## config.mk

```make
export PLATFORM = sky130hd
export DESIGN_NAME = dual_test_port
export DESIGN_NICKNAME = d
export VERILOG_FILES = /design/src/rtl/tp_pkg.sv /design/src/rtl/tp_pin_sync.sv /design/src/rtl/tp_tap_fsm.sv /design/src/rtl/tp_tap_regs.sv /design/src/rtl/tp_prog_sm.sv /design/src/rtl/dual_test_port.sv
export SDC_FILE = /design/constraint.sdc
export NUM_CORES = 1
export LEC_CHECK = 0
export ABC_AREA = 0
export BUFFER_PORTS_ARGS = -buffer_cell sky130_fd_sc_hd__buf_2
export CAP_MARGIN = 30
export CORE_UTILIZATION = 51
export CTS_BUF_LIST = sky130_fd_sc_hd__clkbuf_16
export CTS_CLUSTER_SIZE = 16
export DETAILED_ROUTE_END_ITERATION = 12
export HOLD_SLACK_MARGIN = 0.02
export PLACE_DENSITY = 0.76
export SLEW_MARGIN = 15
export SYNTH_ARGS = -nofsm -noshare
export SYNTH_HDL_FRONTEND = slang
export SYNTH_SLANG_ARGS = --single-unit
export TNS_END_PERCENT = 10
```

## constraint.sdc

```tcl
create_clock -name clk -period 2 [get_ports clk]
set_input_delay 0.3 -clock clk [delete_from_list [all_inputs] [get_ports clk]]
set_output_delay 0.3 -clock clk [all_outputs]
set_load 0.02 [all_outputs]
```

## src/rtl/tp_pkg.sv

```systemverilog
package tp_pkg;

    localparam int IR_W = 4;
    typedef logic [IR_W-1:0] opcode_t;

    localparam opcode_t OP_EXTEST  = '0;
    localparam opcode_t OP_SAMPLE  = opcode_t'(2);
    localparam opcode_t OP_BYPASS  = '1;
    localparam opcode_t IR_CAPTURE = opcode_t'(1);

    typedef enum logic [3:0] {
        TS_RESET    = 4'd0,
        TS_IDLE     = 4'd1,
        TS_DR_SEL   = 4'd2,
        TS_DR_CAP   = 4'd3,
        TS_DR_SHIFT = 4'd4,
        TS_DR_EXIT1 = 4'd5,
        TS_DR_PAUSE = 4'd6,
        TS_DR_EXIT2 = 4'd7,
        TS_DR_UPD   = 4'd8,
        TS_IR_SEL   = 4'd9,
        TS_IR_CAP   = 4'd10,
        TS_IR_SHIFT = 4'd11,
        TS_IR_EXIT1 = 4'd12,
        TS_IR_PAUSE = 4'd13,
        TS_IR_EXIT2 = 4'd14,
        TS_IR_UPD   = 4'd15
    } tap_state_e;

    typedef enum logic [1:0] {
        PH_IDLE  = 2'd0,
        PH_SHIFT = 2'd1,
        PH_EXEC  = 2'd2
    } prog_phase_e;

    typedef enum logic {
        DR_BYPASS   = 1'b0,
        DR_BOUNDARY = 1'b1
    } dr_sel_e;

    typedef struct packed {
        logic rise;
        logic fall;
        logic mode;
        logic din;
    } ser_evt_t;

    function automatic tap_state_e tap_next(input tap_state_e s, input logic tms);
        tap_state_e n;
        case (s)
            TS_RESET:    n = tms ? TS_RESET    : TS_IDLE;
            TS_IDLE:     n = tms ? TS_DR_SEL   : TS_IDLE;
            TS_DR_SEL:   n = tms ? TS_IR_SEL   : TS_DR_CAP;
            TS_DR_CAP:   n = tms ? TS_DR_EXIT1 : TS_DR_SHIFT;
            TS_DR_SHIFT: n = tms ? TS_DR_EXIT1 : TS_DR_SHIFT;
            TS_DR_EXIT1: n = tms ? TS_DR_UPD   : TS_DR_PAUSE;
            TS_DR_PAUSE: n = tms ? TS_DR_EXIT2 : TS_DR_PAUSE;
            TS_DR_EXIT2: n = tms ? TS_DR_UPD   : TS_DR_SHIFT;
            TS_DR_UPD:   n = tms ? TS_DR_SEL   : TS_IDLE;
            TS_IR_SEL:   n = tms ? TS_RESET    : TS_IR_CAP;
            TS_IR_CAP:   n = tms ? TS_IR_EXIT1 : TS_IR_SHIFT;
            TS_IR_SHIFT: n = tms ? TS_IR_EXIT1 : TS_IR_SHIFT;
            TS_IR_EXIT1: n = tms ? TS_IR_UPD   : TS_IR_PAUSE;
            TS_IR_PAUSE: n = tms ? TS_IR_EXIT2 : TS_IR_PAUSE;
            TS_IR_EXIT2: n = tms ? TS_IR_UPD   : TS_IR_SHIFT;
            TS_IR_UPD:   n = tms ? TS_DR_SEL   : TS_IDLE;
            default:     n = TS_RESET;
        endcase
        return n;
    endfunction

    function automatic dr_sel_e decode_dr(input opcode_t op);
        return (op == OP_EXTEST || op == OP_SAMPLE) ? DR_BOUNDARY : DR_BYPASS;
    endfunction

endpackage

```

## src/rtl/tp_pin_sync.sv

```systemverilog
module tp_pin_sync
    import tp_pkg::*;
(
    input  logic     clk,
    input  logic     rst,
    input  logic     sel_pin,
    input  logic     clk_pin,
    input  logic     mode_pin,
    input  logic     din_pin,
    output logic     scan_q,
    output logic     prog_hold,
    output ser_evt_t evt
);
    localparam int          NPIN    = 4;
    localparam logic [3:0]  RST_VAL = 4'b1000;

    logic [NPIN-1:0] meta;
    logic [NPIN-1:0] stab;
    logic            sclk_d;
    logic            sel_d;

    always_ff @(posedge clk) begin
        if (rst) begin
            meta      <= RST_VAL;
            stab      <= RST_VAL;
            sclk_d    <= 1'b0;
            sel_d     <= 1'b1;
            prog_hold <= 1'b0;
        end else begin
            meta   <= {sel_pin, clk_pin, mode_pin, din_pin};
            stab   <= meta;
            sclk_d <= stab[2];
            sel_d  <= stab[3];
            if (sel_d && !stab[3]) begin
                prog_hold <= 1'b1;
            end else if (!sel_d && stab[3]) begin
                prog_hold <= 1'b0;
            end
        end
    end

    assign scan_q   = stab[3];
    assign evt.rise = stab[2] & ~sclk_d;
    assign evt.fall = ~stab[2] & sclk_d;
    assign evt.mode = stab[1];
    assign evt.din  = stab[0];

endmodule

```

## src/rtl/tp_tap_fsm.sv

```systemverilog
module tp_tap_fsm
    import tp_pkg::*;
(
    input  logic       clk,
    input  logic       rst,
    input  logic       trst_n,
    input  logic       step,
    input  logic       tms,
    output tap_state_e state
);
    always_ff @(posedge clk or negedge trst_n) begin
        if (!trst_n) begin
            state <= TS_RESET;
        end else if (rst) begin
            state <= TS_RESET;
        end else if (step) begin
            state <= tap_next(state, tms);
        end
    end

endmodule

```

## src/rtl/tp_tap_regs.sv

```systemverilog
module tp_tap_regs
    import tp_pkg::*;
#(
    parameter int NB = 4,
    parameter int NI = 2
) (
    input  logic                clk,
    input  logic                rst,
    input  logic                trst_n,
    input  logic                rise,
    input  logic                fall,
    input  logic                tdi,
    input  tap_state_e          state,
    input  logic [NB-1:0]       core_out,
    input  logic [NB-1:0]       core_oe,
    input  logic [NB-1:0]       pad_in,
    input  logic [NI-1:0]       inpin_pad,
    output logic [3*NB+NI-1:0]  upd_cells,
    output logic                extest,
    output logic                tdo,
    output logic                tdo_oe
);
    localparam int CH = 3 * NB + NI;

    opcode_t       ir;
    opcode_t       ir_sr;
    logic          byp;
    logic [CH-1:0] bsr;
    logic [CH-1:0] cap_vec;
    dr_sel_e       dsel;

    assign dsel   = decode_dr(ir);
    assign extest = (ir == OP_EXTEST);

    for (genvar g = 0; g < NB; g++) begin : g_bidir
        assign cap_vec[3*g]     = pad_in[g];
        assign cap_vec[3*g + 1] = core_out[g];
        assign cap_vec[3*g + 2] = core_oe[g];
    end
    for (genvar g = 0; g < NI; g++) begin : g_inonly
        assign cap_vec[3*NB + g] = inpin_pad[g];
    end

    always_ff @(posedge clk or negedge trst_n) begin
        if (!trst_n) begin
            ir        <= OP_BYPASS;
            ir_sr     <= '0;
            byp       <= 1'b0;
            bsr       <= '0;
            upd_cells <= '0;
            tdo       <= 1'b0;
            tdo_oe    <= 1'b0;
        end else if (rst) begin
            ir        <= OP_BYPASS;
            ir_sr     <= '0;
            byp       <= 1'b0;
            bsr       <= '0;
            upd_cells <= '0;
            tdo       <= 1'b0;
            tdo_oe    <= 1'b0;
        end else begin
            if (rise) begin
                case (state)
                    TS_RESET:    ir    <= OP_BYPASS;
                    TS_IR_CAP:   ir_sr <= IR_CAPTURE;
                    TS_IR_SHIFT: ir_sr <= {tdi, ir_sr[IR_W-1:1]};
                    TS_IR_UPD:   ir    <= ir_sr;
                    TS_DR_CAP: begin
                        if (dsel == DR_BOUNDARY) bsr <= cap_vec;
                        else                     byp <= 1'b0;
                    end
                    TS_DR_SHIFT: begin
                        if (dsel == DR_BOUNDARY) bsr <= {tdi, bsr[CH-1:1]};
                        else                     byp <= tdi;
                    end
                    TS_DR_UPD: begin
                        if (dsel == DR_BOUNDARY) upd_cells <= bsr;
                    end
                    default: ;
                endcase
            end
            if (fall) begin
                tdo_oe <= (state == TS_DR_SHIFT) || (state == TS_IR_SHIFT);
                if (state == TS_IR_SHIFT)       tdo <= ir_sr[0];
                else if (dsel == DR_BOUNDARY)   tdo <= bsr[0];
                else                            tdo <= byp;
            end
        end
    end

endmodule

```

## src/rtl/tp_prog_sm.sv

```systemverilog
module tp_prog_sm
    import tp_pkg::*;
#(
    parameter int PW = 8
) (
    input  logic          clk,
    input  logic          rst,
    input  logic          step,
    input  logic          mode,
    input  logic          din,
    output prog_phase_e   phase,
    output logic [PW-1:0] word,
    output logic          go
);
    always_ff @(posedge clk) begin
        if (rst) begin
            phase <= PH_IDLE;
            word  <= '0;
            go    <= 1'b0;
        end else begin
            go <= 1'b0;
            if (step) begin
                if (mode) begin
                    case (phase)
                        PH_IDLE:  phase <= PH_SHIFT;
                        PH_SHIFT: begin
                            phase <= PH_EXEC;
                            go    <= 1'b1;
                        end
                        default:  phase <= PH_IDLE;
                    endcase
                end else if (phase == PH_SHIFT) begin
                    word <= {din, word[PW-1:1]};
                end
            end
        end
    end

endmodule

```

## src/rtl/dual_test_port.sv

```systemverilog
module dual_test_port
    import tp_pkg::*;
#(
    parameter int NB = 4,
    parameter int NI = 2,
    parameter int PW = 8
) (
    input  logic          clk,
    input  logic          rst,
    input  logic          trst_n,
    input  logic          scan_sel,
    input  logic          ser_clk,
    input  logic          ser_mode,
    input  logic          ser_din,
    output logic          ser_dout,
    output logic          ser_dout_en,
    output logic          prog_active,
    output logic [3:0]    tap_state,
    output logic [1:0]    prog_phase,
    output logic [PW-1:0] prog_word,
    output logic          prog_go,
    input  logic [NB-1:0] core_out,
    input  logic [NB-1:0] core_oe,
    output logic [NB-1:0] core_in,
    input  logic [NB-1:0] pad_in,
    output logic [NB-1:0] pad_out,
    output logic [NB-1:0] pad_oe,
    input  logic [NI-1:0] inpin_pad,
    output logic [NI-1:0] inpin_core
);
    localparam int CH = 3 * NB + NI;

    ser_evt_t      evt;
    logic          scan_q;
    logic          tck_rise;
    logic          tck_fall;
    logic          sck_rise;
    tap_state_e    st;
    prog_phase_e   ph;
    logic [CH-1:0] upd;
    logic          extest;
    logic          tdo;
    logic          tdo_oe;

    tp_pin_sync u_sync (
        .clk       (clk),
        .rst       (rst),
        .sel_pin   (scan_sel),
        .clk_pin   (ser_clk),
        .mode_pin  (ser_mode),
        .din_pin   (ser_din),
        .scan_q    (scan_q),
        .prog_hold (prog_active),
        .evt       (evt)
    );

    assign tck_rise = evt.rise & scan_q;
    assign tck_fall = evt.fall & scan_q;
    assign sck_rise = evt.rise & ~scan_q;

    tp_tap_fsm u_fsm (
        .clk    (clk),
        .rst    (rst),
        .trst_n (trst_n),
        .step   (tck_rise),
        .tms    (evt.mode),
        .state  (st)
    );

    tp_tap_regs #(.NB(NB), .NI(NI)) u_regs (
        .clk       (clk),
        .rst       (rst),
        .trst_n    (trst_n),
        .rise      (tck_rise),
        .fall      (tck_fall),
        .tdi       (evt.din),
        .state     (st),
        .core_out  (core_out),
        .core_oe   (core_oe),
        .pad_in    (pad_in),
        .inpin_pad (inpin_pad),
        .upd_cells (upd),
        .extest    (extest),
        .tdo       (tdo),
        .tdo_oe    (tdo_oe)
    );

    tp_prog_sm #(.PW(PW)) u_prog (
        .clk   (clk),
        .rst   (rst),
        .step  (sck_rise),
        .mode  (evt.mode),
        .din   (evt.din),
        .phase (ph),
        .word  (prog_word),
        .go    (prog_go)
    );

    assign tap_state   = st;
    assign prog_phase  = ph;
    assign ser_dout    = scan_q ? tdo    : prog_word[0];
    assign ser_dout_en = scan_q ? tdo_oe : 1'b1;

    for (genvar i = 0; i < NB; i++) begin : g_pad
        assign pad_out[i] = extest ? upd[3*i + 1] : core_out[i];
        assign pad_oe[i]  = prog_active ? 1'b0 : (extest ? upd[3*i + 2] : core_oe[i]);
        assign core_in[i] = extest ? upd[3*i] : pad_in[i];
    end
    for (genvar j = 0; j < NI; j++) begin : g_inpin
        assign inpin_core[j] = extest ? upd[3*NB + j] : inpin_pad[j];
    end

endmodule

```

==> results of run 1 <==
## worst paths after layout
check / end / slack (ns) / cells past startpoint / start
setup / recovery: core_in[1] / -0.15 / 5 / u_regs.ir[0]$_DFFE_PN1P_
hold / removal: u_sync.meta[3]$_SDFF_PP1_ / 0.16 / 2 / scan_sel
setup reg to reg: u_regs.bsr[7]$_DFFE_PN0P_ / 0.14 / 5 / u_regs.ir[0]$_DFFE_PN1P_
hold reg to reg: u_sync.stab[3]$_SDFF_PP1_ / 0.41 / 1 / u_sync.meta[3]$_SDFF_PP1_
max in group asynchronous: u_regs.ir[0]$_DFFE_PN1P_ / 0.96 / 3 / trst_n
min in group asynchronous: u_regs.upd_cells[6]$_DFFE_PN0P_ / 0.43 / 2 / trst_n
## power groups by stage
stage / registers [mW] / clock network, mW / logic, mW
after floorplan: 1.35 / 0 / 0.102
after global placement: 1.35 / 0 / 0.173
after detailed placement: 1.35 / 0 / 0.176
after CTS: 1.33 / 1.37 / 0.178
after global routing: 1.33 / 1.44 / 0.195
final: 1.33 / 1.34 / 0.176
## critical path, stage by stage (launching register included)
cell and delay, ns:
dfstp_2 0.37, or3_4 0.40, nor2_4 0.12, buf_12 0.15, mux2_1 0.32, buf_2 0.16
## what timing repair did
action	in CTS	in global routing
setup endpoints to repair	14	14
hold buffers	1	0
endpoints found under the hold margin	14	0
resized for setup	2	0
buffers inserted	0	0
## sequential cells by signal, indices dropped and copies added (netlist names), 2 cells and up
name / count
u_sync.meta: 4
u_prog.word: 8
u_regs.ir_sr: 4
u_regs.ir: 4
u_prog.phase: 2
u_regs.bsr: 14
u_regs.upd_cells: 14
u_fsm.state: 4
u_sync.stab: 4
## per-layer routing
metal / GRT usage (%) / share of wire [%] / vias up
met5: 0 / 0 / -
met4: 8.75 / 1.5 / 0
met3: 7.98 / 3.9 / 13
met2: 35.3 / 50 / 51
met1: 26.4 / 45 / 1104
li1: - / - / 1158
## cell families after synthesis
logic type      count (synthesis)  synth area share [%]
mux                            60                  19.4
xor+xnor                        1                 0.274
compound gates                 45                  13.0
buf+inv                        28                  4.46
simple gates                   91                  15.0
flops                          65                  47.5
fa+ha+maj                       1                 0.391
## placed cells by master, fill, tap and decap left out, types with 4 or more instances in the layout
cell type  netlist  final
o22a_1           4      4
nor2_1          39     38
nand2b_1         4      4
a21oi_1          7      7
o2bb2ai_1        4      4
mux2_2           6      6
mux2i_1         45     45
dfxtp_1         22     22
dfstp_2          4      4
o2bb2ai_2       10     10
inv_1            6      9
mux2_1           9      9
o21ai_0          7      7
dfrtp_1         39     39
nor2b_1         11     10
clkbuf_16        0      9
nor3_1           4      4
buf_2            6     52
buf_4            2     16
nand2_1          6      6
nand3b_1         4      4
## area by class of cell
type | instances | area [sq um]
clock buffer | 9 | 225
clock inverter | 7 | 31.3
fill | 453 | 2110
inverter | 6 | 22.5
multi-input combinational | 198 | 1550
sequential | 65 | 1520
tap | 75 | 93.8
timing repair buffer | 71 | 430
==> qor.yml, run 1 <==
rsz0062_at_grt: "yes"
syn_area_per_cell_sq_um: 11.0
design.die.area_sq_mm: 0.00660
hold_viol_final: 0
setup_viol: 14
worstPathArrival_ns: 1.85
grt_pass1_wl_microns: 10600
p_sw_uw: 642
p_clk_share_pct: 47.0
yosysMostFrequentCell: "mux2i_1"
min_path_type: "in2reg"
synth_cell_type_count: 48
num_vias: 2326
grt_use_total_pct: 21.9
synth.area.top_cells: "dfrtp_1 30%, mux2i_1 14%, dfxtp_1 14%"
end_kind: "output pin"
antennaDiodeCount: 0
p_leak_nw: 1.84
syn_nets: 313
drive_gt1_share_pct: 32.0
intPower_mw: 2.20
portBuffers: 52
yosys_register_bits: 65
period_share_pct: 107
fin_skew_ns: 0.00640
cts_root_buf: "clkbuf_16"
clockBufferDepth: 2
powerDensity_mw_per_mm2: 733
fin_crit_ns: 2.15
fin_nets: 373
rows: 28
cts_tree: "done"
synth_flop_cell: "dfrtp_1"
grt_pass1_vias: 2239
vias_per_cell: 5.40
fmax_mhz: 465
core_area_sq_mm: 0.00599
cts.sinks: 65
start_util_pct: 53.4
yosys-top-cells-count: "45 x mux2i_1, 39 x dfrtp_1, 39 x nor2_1, 22 x dfxtp_1"
place_ws_ns: 0.118
power_frac_comb_pct: 6.2
violations: "setup timing"
drc_errors: 0
startpoint_type: "register"
place_hpwl_microns: 4400
whs_ns: 0.157
clock_latency_ns: 0.32
antenna_found_initial: 0
async_flop_share_pct: 66.2
slew_violations: 0
final_area_sq_mm: 0.00388
finalPower_mw: 2.84
grt-ovfl-total: 0
cts_htree_levels: 3
placed_area_sq_mm: 0.00360
critPathMaxFanout: 10
dp.cells: 414
pwr-share-seq_pct: 46.8
tightest_slew_ns: 0.858
synth.cell_area_sq_mm: 0.00320
die_y_microns: 81.2
ys_seq_area_share_pct: 47.5
synth_top_area_cell: "dfrtp_1"
syn_inst: 291
finalWorstSetupSlack_ns: -0.148
crit_required_ns: 1.70
final_core_util_pct: 64.7
synth.top_cell.area_share_pct: 30.5
antenna_left: 0
setup_tns_ns: -1.60
fin_cells: 431
syn_to_final_growth_pct: 21.1
dieWidth_microns: 81.2
dr.pass1.iters: 4
cts_made_buffers: 9
run_status: "finished, violations left"
slew_headroom_pct: 42.8
ir_worst_vdd_v: 0.000566
drt-initial-drc-count: 141
critPathKind: "reg2out"
synth_enable_flop_cells: 0
routabilityCongestion: 0.791
cap_viol_max_count: 0
grt_max_degree: 26
cts.clk_slew.worst_paths_ns: 0.05
routedWlPerCell_microns: 15.5
p_sw_share_pct: 22.6
wl_microns: 6660
ios: 53
yosys_warnings: 0
No activity file was read; power rests on OpenSTA's default activity.
==> run 2, diff against run 1 <==
--- a/config.mk
+++ b/config.mk
@@ -8,12 +8,11 @@
 export ABC_AREA = 0
 export BUFFER_PORTS_ARGS = -buffer_cell sky130_fd_sc_hd__buf_2
 export CAP_MARGIN = 30
-export CORE_UTILIZATION = 51
+export CORE_UTILIZATION = 35
 export CTS_BUF_LIST = sky130_fd_sc_hd__clkbuf_16
 export CTS_CLUSTER_SIZE = 16
 export DETAILED_ROUTE_END_ITERATION = 12
 export HOLD_SLACK_MARGIN = 0.02
-export PLACE_DENSITY = 0.76
 export SLEW_MARGIN = 15
 export SYNTH_ARGS = -nofsm -noshare
 export SYNTH_HDL_FRONTEND = slang
==> qor.yml, run 2 (same netlist as run 1, synthesis figures left out) <==
fmax_mhz: 461  # -0.91%
clock_latency_ns: 0.32  # about the same
final_common_cell: "mux2i_1"
violations: "setup timing"
pwr-share-seq_pct: 44.0  # -2.8 points
grtUsageMet1_pct: 20.0  # -6.4 points
multi_input_area_sq_mm: 0.00159  # +2.4%
critPathKind: "reg2out"
place_hpwl_microns: 4540  # +3.0%
seq_area_sq_mm: 0.00152  # unchanged
finalWorstSetupSlack_ns: -0.168  # -0.0197 ns
rsz0062_at_grt: "yes"
ios: 53  # unchanged
slew_violations: 0  # unchanged
fin_nets: 374  # +0.27%
cts_htree_levels: 3  # unchanged
fin_cells: 464  # +7.7%
portBuffers: 52  # unchanged
grt_pass1_vias: 2280  # +1.8%
grt_util_met3_pct: 3.53  # -4.5 points
vias_per_cell: 5.08  # -6.0%
ir_worst_vdd_v: 0.000371  # -35%
routabilityCongestion: 0.766  # -3.1%
crit_required_ns: 1.70  # about the same
cts_tree: "done"
p_sw_share_pct: 22.0  # -0.55 points
grt-busiest-layer: "met2"
run_status: "finished, violations left"
end_kind: "output pin"
dp.cells: 445  # +7.5%
path_cells: "or3_4, nor2_4, buf_6, buf_12, mux2_4, buf_6"
finalPower_mw: 3.02  # +6.2%
min_path_type: "in2async"
grt_use_total_pct: 15.5  # -6.4 points
cpPeakStageDelay_ns: 0.39  # about the same
num_vias: 2355  # +1.2%
wl_microns: 6910  # +3.7%
syn_to_final_growth_pct: 27.6
whs_ns: 0.0385  # -0.119 ns
rows: 34  # +21%
cap_viol_max_count: 0  # unchanged
fin_skew_ns: 0.00742  # +0.00102 ns
startpoint_type: "register"
dieWidth_microns: 97.6  # +20%
p_leak_nw: 1.90  # +3.6%
slew_headroom_pct: 41.0  # -1.7 points
cts_root_buf: "clkbuf_16"
drc_errors: 0  # unchanged
fin_crit_ns: 2.17  # +0.0197 ns
setup_viol: 14  # unchanged
final_cell_mix: "45 x mux2i_1, 42 x buf_2, 39 x dfrtp_1"
antenna_left: 0  # unchanged
antenna_found_initial: 0  # unchanged
tightest_slew_ns: 0.883  # +0.0257 ns
n_fill_cell: 815  # +80%
grt_max_degree: 44  # +69%
powerDensity_mw_per_mm2: 739  # +0.80%
critPathSlowestCell: "or3_4"
timing.critical_path.mode_cell: "buf_6"
drt-initial-drc-count: 102  # -28%
core_area_sq_mm: 0.00881  # +47%
routedWlPerCell_microns: 14.9  # -3.7%
design.die.area_sq_mm: 0.00953  # +44%
p_clk_share_pct: 49.4  # +2.4 points
drive_gt1_share_pct: 35.4  # +3.4 points
place_ws_ns: 0.106  # -0.0116 ns
cts_made_buffers: 9  # unchanged
cts.clk_slew.worst_paths_ns: 0.05  # about the same
holdBufCountCts: 0  # -1
grt_pass1_wl_microns: 11400  # +7.2%
p_sw_uw: 665  # +3.6%
power_frac_comb_pct: 6.6  # +0.4 points
critPathMaxFanout: 5  # -5
start_util_pct: 36.3  # -17 points
worstPathArrival_ns: 1.87  # +0.02 ns
intPower_mw: 2.35  # +6.9%
grt_use_met2_pct: 24.9  # -10 points
antennaDiodeCount: 0  # unchanged
hold_viol_final: 0  # unchanged
largestRegisters: "u_regs.bsr x14, u_regs.upd_cells x14, u_prog.word x8"
die_y_microns: 97.6  # +20%
period_share_pct: 108  # +0.98 points
clockBufferDepth: 2  # unchanged
dr.pass1.iters: 6  # +2
cts.sinks: 65  # unchanged
grt-ovfl-total: 0  # unchanged
## run 2: path summary, 6_finish.rpt
check	cells after the start	slack (ns)	end	start
worst max-delay path	6	-0.17	inpin_core[1]	u_regs.ir[2]$_DFFE_PN1P_
worst min-delay path	2	0.04	u_regs.upd_cells[5]$_DFFE_PN0P_	trst_n
worst max register to register	5	0.16	u_regs.bsr[8]$_DFFE_PN0P_	u_regs.ir[2]$_DFFE_PN1P_
worst min register to register	1	0.41	u_sync.stab[3]$_SDFF_PP1_	u_sync.meta[3]$_SDFF_PP1_
max in group asynchronous	2	1.58	u_regs.ir[0]$_DFFE_PN1P_	trst_n
min in group clk	2	0.16	u_sync.meta[3]$_SDFF_PP1_	scan_sel
## run 2: cell type report
| cell class | count | area share, % |
|---|---|---|
| well taps | 108 | 3.31 |
| clock buffers | 9 | 5.52 |
| inverters | 6 | 0.552 |
| multi-input cells | 198 | 38.9 |
| clock inverters | 6 | 1.47 |
| repair buffers | 72 | 13.0 |
| flip-flops and latches | 65 | 37.3 |
## run 2: worst max-delay path, delay by kind of cell, from the launching register on
kind                   cells  cell delay, ns
flip-flops                 1            0.36
AND/OR/NAND/NOR            2            0.50
multiplexers               1            0.31
buffers and inverters      3            0.37
## run 2: timing repair
item                       in CTS  in global routing
setup endpoints to repair      14                 14
pin swaps                       2                  1
gates cloned                    1                  0
resized for setup              36                  0
buffers inserted                3                  0
hold endpoints to repair        0                  0
## run 2: per-stage QoR
step / cell area [sq um] / setup TNS, ns / util [%]
finish: 4080 / -2.06 / 46.4
global route: 4080 / -2.82 / 46.4
CTS: 4080 / -2.59 / 46.4
detailed placement: 3630 / 0 / 41.2
global placement: 3630 / 0 / 41.2
floorplan: 3200 / 0 / -
## run 2: power by group through the flow
stage               clock network [mW]  logic, mW  registers, mW
global placement                     0      0.178           1.35
floorplan                            0      0.102           1.35
global route                      1.58      0.219           1.33
CTS                               1.53      0.203           1.33
finish                            1.49      0.200           1.33
detailed placement                   0      0.179           1.35
## run 2: per-layer routing
| metal | wire (microns) | vias to the layer above | part of all wire (%) |
|---|---|---|---|
| li1 | - | 1152 | - |
| met1 | 3230 | 1149 | 47 |
| met2 | 3340 | 41 | 48 |
| met3 | 201 | 13 | 2.9 |
| met4 | 141 | 0 | 2.0 |
| met5 | 0 | - | 0 |
==> run 3, diff against run 2 <==
--- a/config.mk
+++ b/config.mk
@@ -8,11 +8,12 @@
 export ABC_AREA = 0
 export BUFFER_PORTS_ARGS = -buffer_cell sky130_fd_sc_hd__buf_2
 export CAP_MARGIN = 30
-export CORE_UTILIZATION = 35
+export CORE_UTILIZATION = 51
 export CTS_BUF_LIST = sky130_fd_sc_hd__clkbuf_16
 export CTS_CLUSTER_SIZE = 16
 export DETAILED_ROUTE_END_ITERATION = 12
 export HOLD_SLACK_MARGIN = 0.02
+export PLACE_DENSITY = 0.83
 export SLEW_MARGIN = 15
 export SYNTH_ARGS = -nofsm -noshare
 export SYNTH_HDL_FRONTEND = slang
==> qor.yml, run 3 (same netlist as run 1, synthesis figures left out) <==
powerDensity_mw_per_mm2: 823  # +11%
vias_per_cell: 5.70  # +12%
antenna_found_initial: 0  # unchanged
dr.pass1.iters: 4  # -2
wl_microns: 7160  # +3.6%
startpoint_type: "register"
ios: 53  # unchanged
rows: 28  # -18%
cts_tree: "done"
largestRegisters: "u_regs.bsr x14, u_regs.upd_cells x14, u_prog.word x8"
core_area_sq_mm: 0.00599  # -32%
ir_worst_vdd_v: 0.000752  # +100%
period_share_pct: 109  # +0.93 points
grt-ovfl-total: 0  # unchanged
path_cells: "or3_4, nor2_4, clkbuf_16, mux2i_2, nor2_1, buf_2"
grt_max_degree: 44  # unchanged
dp.cells: 409  # -8.1%
cts_htree_levels: 3  # unchanged
start_util_pct: 53.4  # +17 points
slew_headroom_pct: 47.1  # +6.1 points
critPathKind: "reg2out"
cts_root_buf: "clkbuf_16"
grt_use_total_pct: 23.5  # +8.0 points
drc_errors: 0  # unchanged
slew_violations: 0  # unchanged
clockBufferDepth: 2  # unchanged
grt_pass1_wl_microns: 11400  # +0.48%
num_vias: 2436  # +3.4%
routabilityCongestion: 0.793  # +3.5%
final_area_sq_mm: 0.00406  # -0.61%
dieWidth_microns: 81.2  # -17%
critPathMaxFanout: 7  # +2
fmax_mhz: 457  # -0.85%
antennaDiodeCount: 0  # unchanged
design.die.area_sq_mm: 0.00660  # -31%
violations: "setup timing"
place_hpwl_microns: 4300  # -5.1%
tightest_slew_ns: 0.792  # -0.0910 ns
whs_ns: 0.0301  # -0.00835 ns
worstPathArrival_ns: 1.89  # +0.02 ns
fin_cells: 427  # -8.0%
cap_viol_max_count: 0  # unchanged
syn_to_final_growth_pct: 26.8
cts.clk_slew.worst_paths_ns: 0.06  # about the same
p_leak_nw: 1.92  # +0.76%
cts.sinks: 65  # unchanged
antenna_left: 0  # unchanged
end_kind: "output pin"
drt-initial-drc-count: 135  # +32%
fin_skew_ns: 0.00810  # +0.000681 ns
final_cell_mix: "44 x mux2i_1, 42 x buf_2, 39 x dfrtp_1"
cpPeakStageDelay_ns: 0.40  # about the same
setup_viol: 14  # unchanged
die_y_microns: 81.2  # -17%
hold_viol_final: 0  # unchanged
run_status: "finished, violations left"
critPathSlowestCell: "or3_4"
n_fill_cell: 415  # -49%
drive_gt1_share_pct: 34.9  # -0.45 points
final_common_cell: "mux2i_1"
fin_nets: 369  # -1.3%
grt_pass1_vias: 2325  # +2.0%
routedWlPerCell_microns: 16.8  # +13%
rsz0062_at_grt: "yes"
finalWorstSetupSlack_ns: -0.187  # -0.0186 ns
min_path_type: "in2async"
placed_area_sq_mm: 0.00356  # -1.8%
fin_crit_ns: 2.19  # +0.0186 ns
holdBufCountCts: 0  # unchanged
clock_latency_ns: 0.33  # about the same
cts_made_buffers: 9  # unchanged
crit_required_ns: 1.70  # about the same
portBuffers: 52  # unchanged
run 3: cell types whose count changed in the layout (fill, tap and decap cells not counted):
cell / delta
mux2i_2: +1
bufinv_16: +2
inv_6: +1
nand2_4: +1
inv_1: +1
buf_16: -1
nand2_2: -1
clkinv_1: -1
mux2i_1: -1
buf_4: -2
clkinv_2: -2
buf_6: -3
clkbuf_16: +1
run 3: worst max-delay path, delay by kind of cell (launching register included):
kind | cells | cell delay (ns)
muxes | 1 | 0.21
DFF | 1 | 0.37
buffers and inverters | 2 | 0.36
and+or+nand+nor | 3 | 0.61
run 3: area by class of cell:
cell class	count	area, sq um	share of cell area (%)
Multi-Input combinational cell	198	1600	39.4
Sequential cell	65	1520	37.5
Timing Repair Buffer	67	478	11.8
Clock buffer	9	225	5.55
Clock inverter	7	119	2.93
Tap cell	75	93.8	2.31
Inverter	6	22.5	0.555
run 3: worst paths after layout:
| path | from | slack, ns | endpoint | cells past startpoint |
|---|---|---|---|---|
| setup / recovery | u_regs.ir[2]$_DFFE_PN1P_ | -0.19 | pad_oe[0] | 6 |
| hold reg to reg | u_sync.meta[3]$_SDFF_PP1_ | 0.42 | u_sync.stab[3]$_SDFF_PP1_ | 1 |
| setup reg to reg | u_regs.ir[2]$_DFFE_PN1P_ | 0.07 | u_regs.bsr[8]$_DFFE_PN0P_ | 5 |
| min in group clk | scan_sel | 0.15 | u_sync.meta[3]$_SDFF_PP1_ | 2 |
| hold / removal | trst_n | 0.03 | u_regs.upd_cells[5]$_DFFE_PN0P_ | 2 |
| max in group asynchronous | trst_n | 1.57 | u_regs.ir[1]$_DFFE_PN1P_ | 2 |
run 3: what timing repair did:
item,4_1_cts,5_1_grt
setup endpoints to repair,14,27
gates resized for setup,33,3
buffers inserted,1,0
pin swaps,2,1
cloned,1,0
run 3: where the power goes:
group	total, mW	leakage (nW)	switching [mW]	internal, mW
Clock	1.81	0.167	0.594	1.22
Sequential	1.33	0.766	0.00991	1.32
Combinational	0.195	0.985	0.114	0.0810
run 3: through the flow:
step | power, mW | util [%] | worst slack [ns] | TNS, ns
finish | 3.34 | 67.7 | -0.187 | -2.27
global route | 3.43 | 67.7 | -0.233 | -2.76
CTS | 3.35 | 67.6 | -0.236 | -2.97
detailed placement | 1.52 | 59.5 | 0.0653 | 0
global placement | 1.52 | 59.5 | 0.156 | 0
floorplan | 1.45 | - | 0.0524 | 0
run 3: metal layers:
metal	global-route usage, %	up-vias	share of wire [%]
met4	12.3	0	2.1
met1	30.6	1195	44
met5	0	-	0
met2	36.1	74	49
met3	5.84	14	4.6
li1	-	1153	-
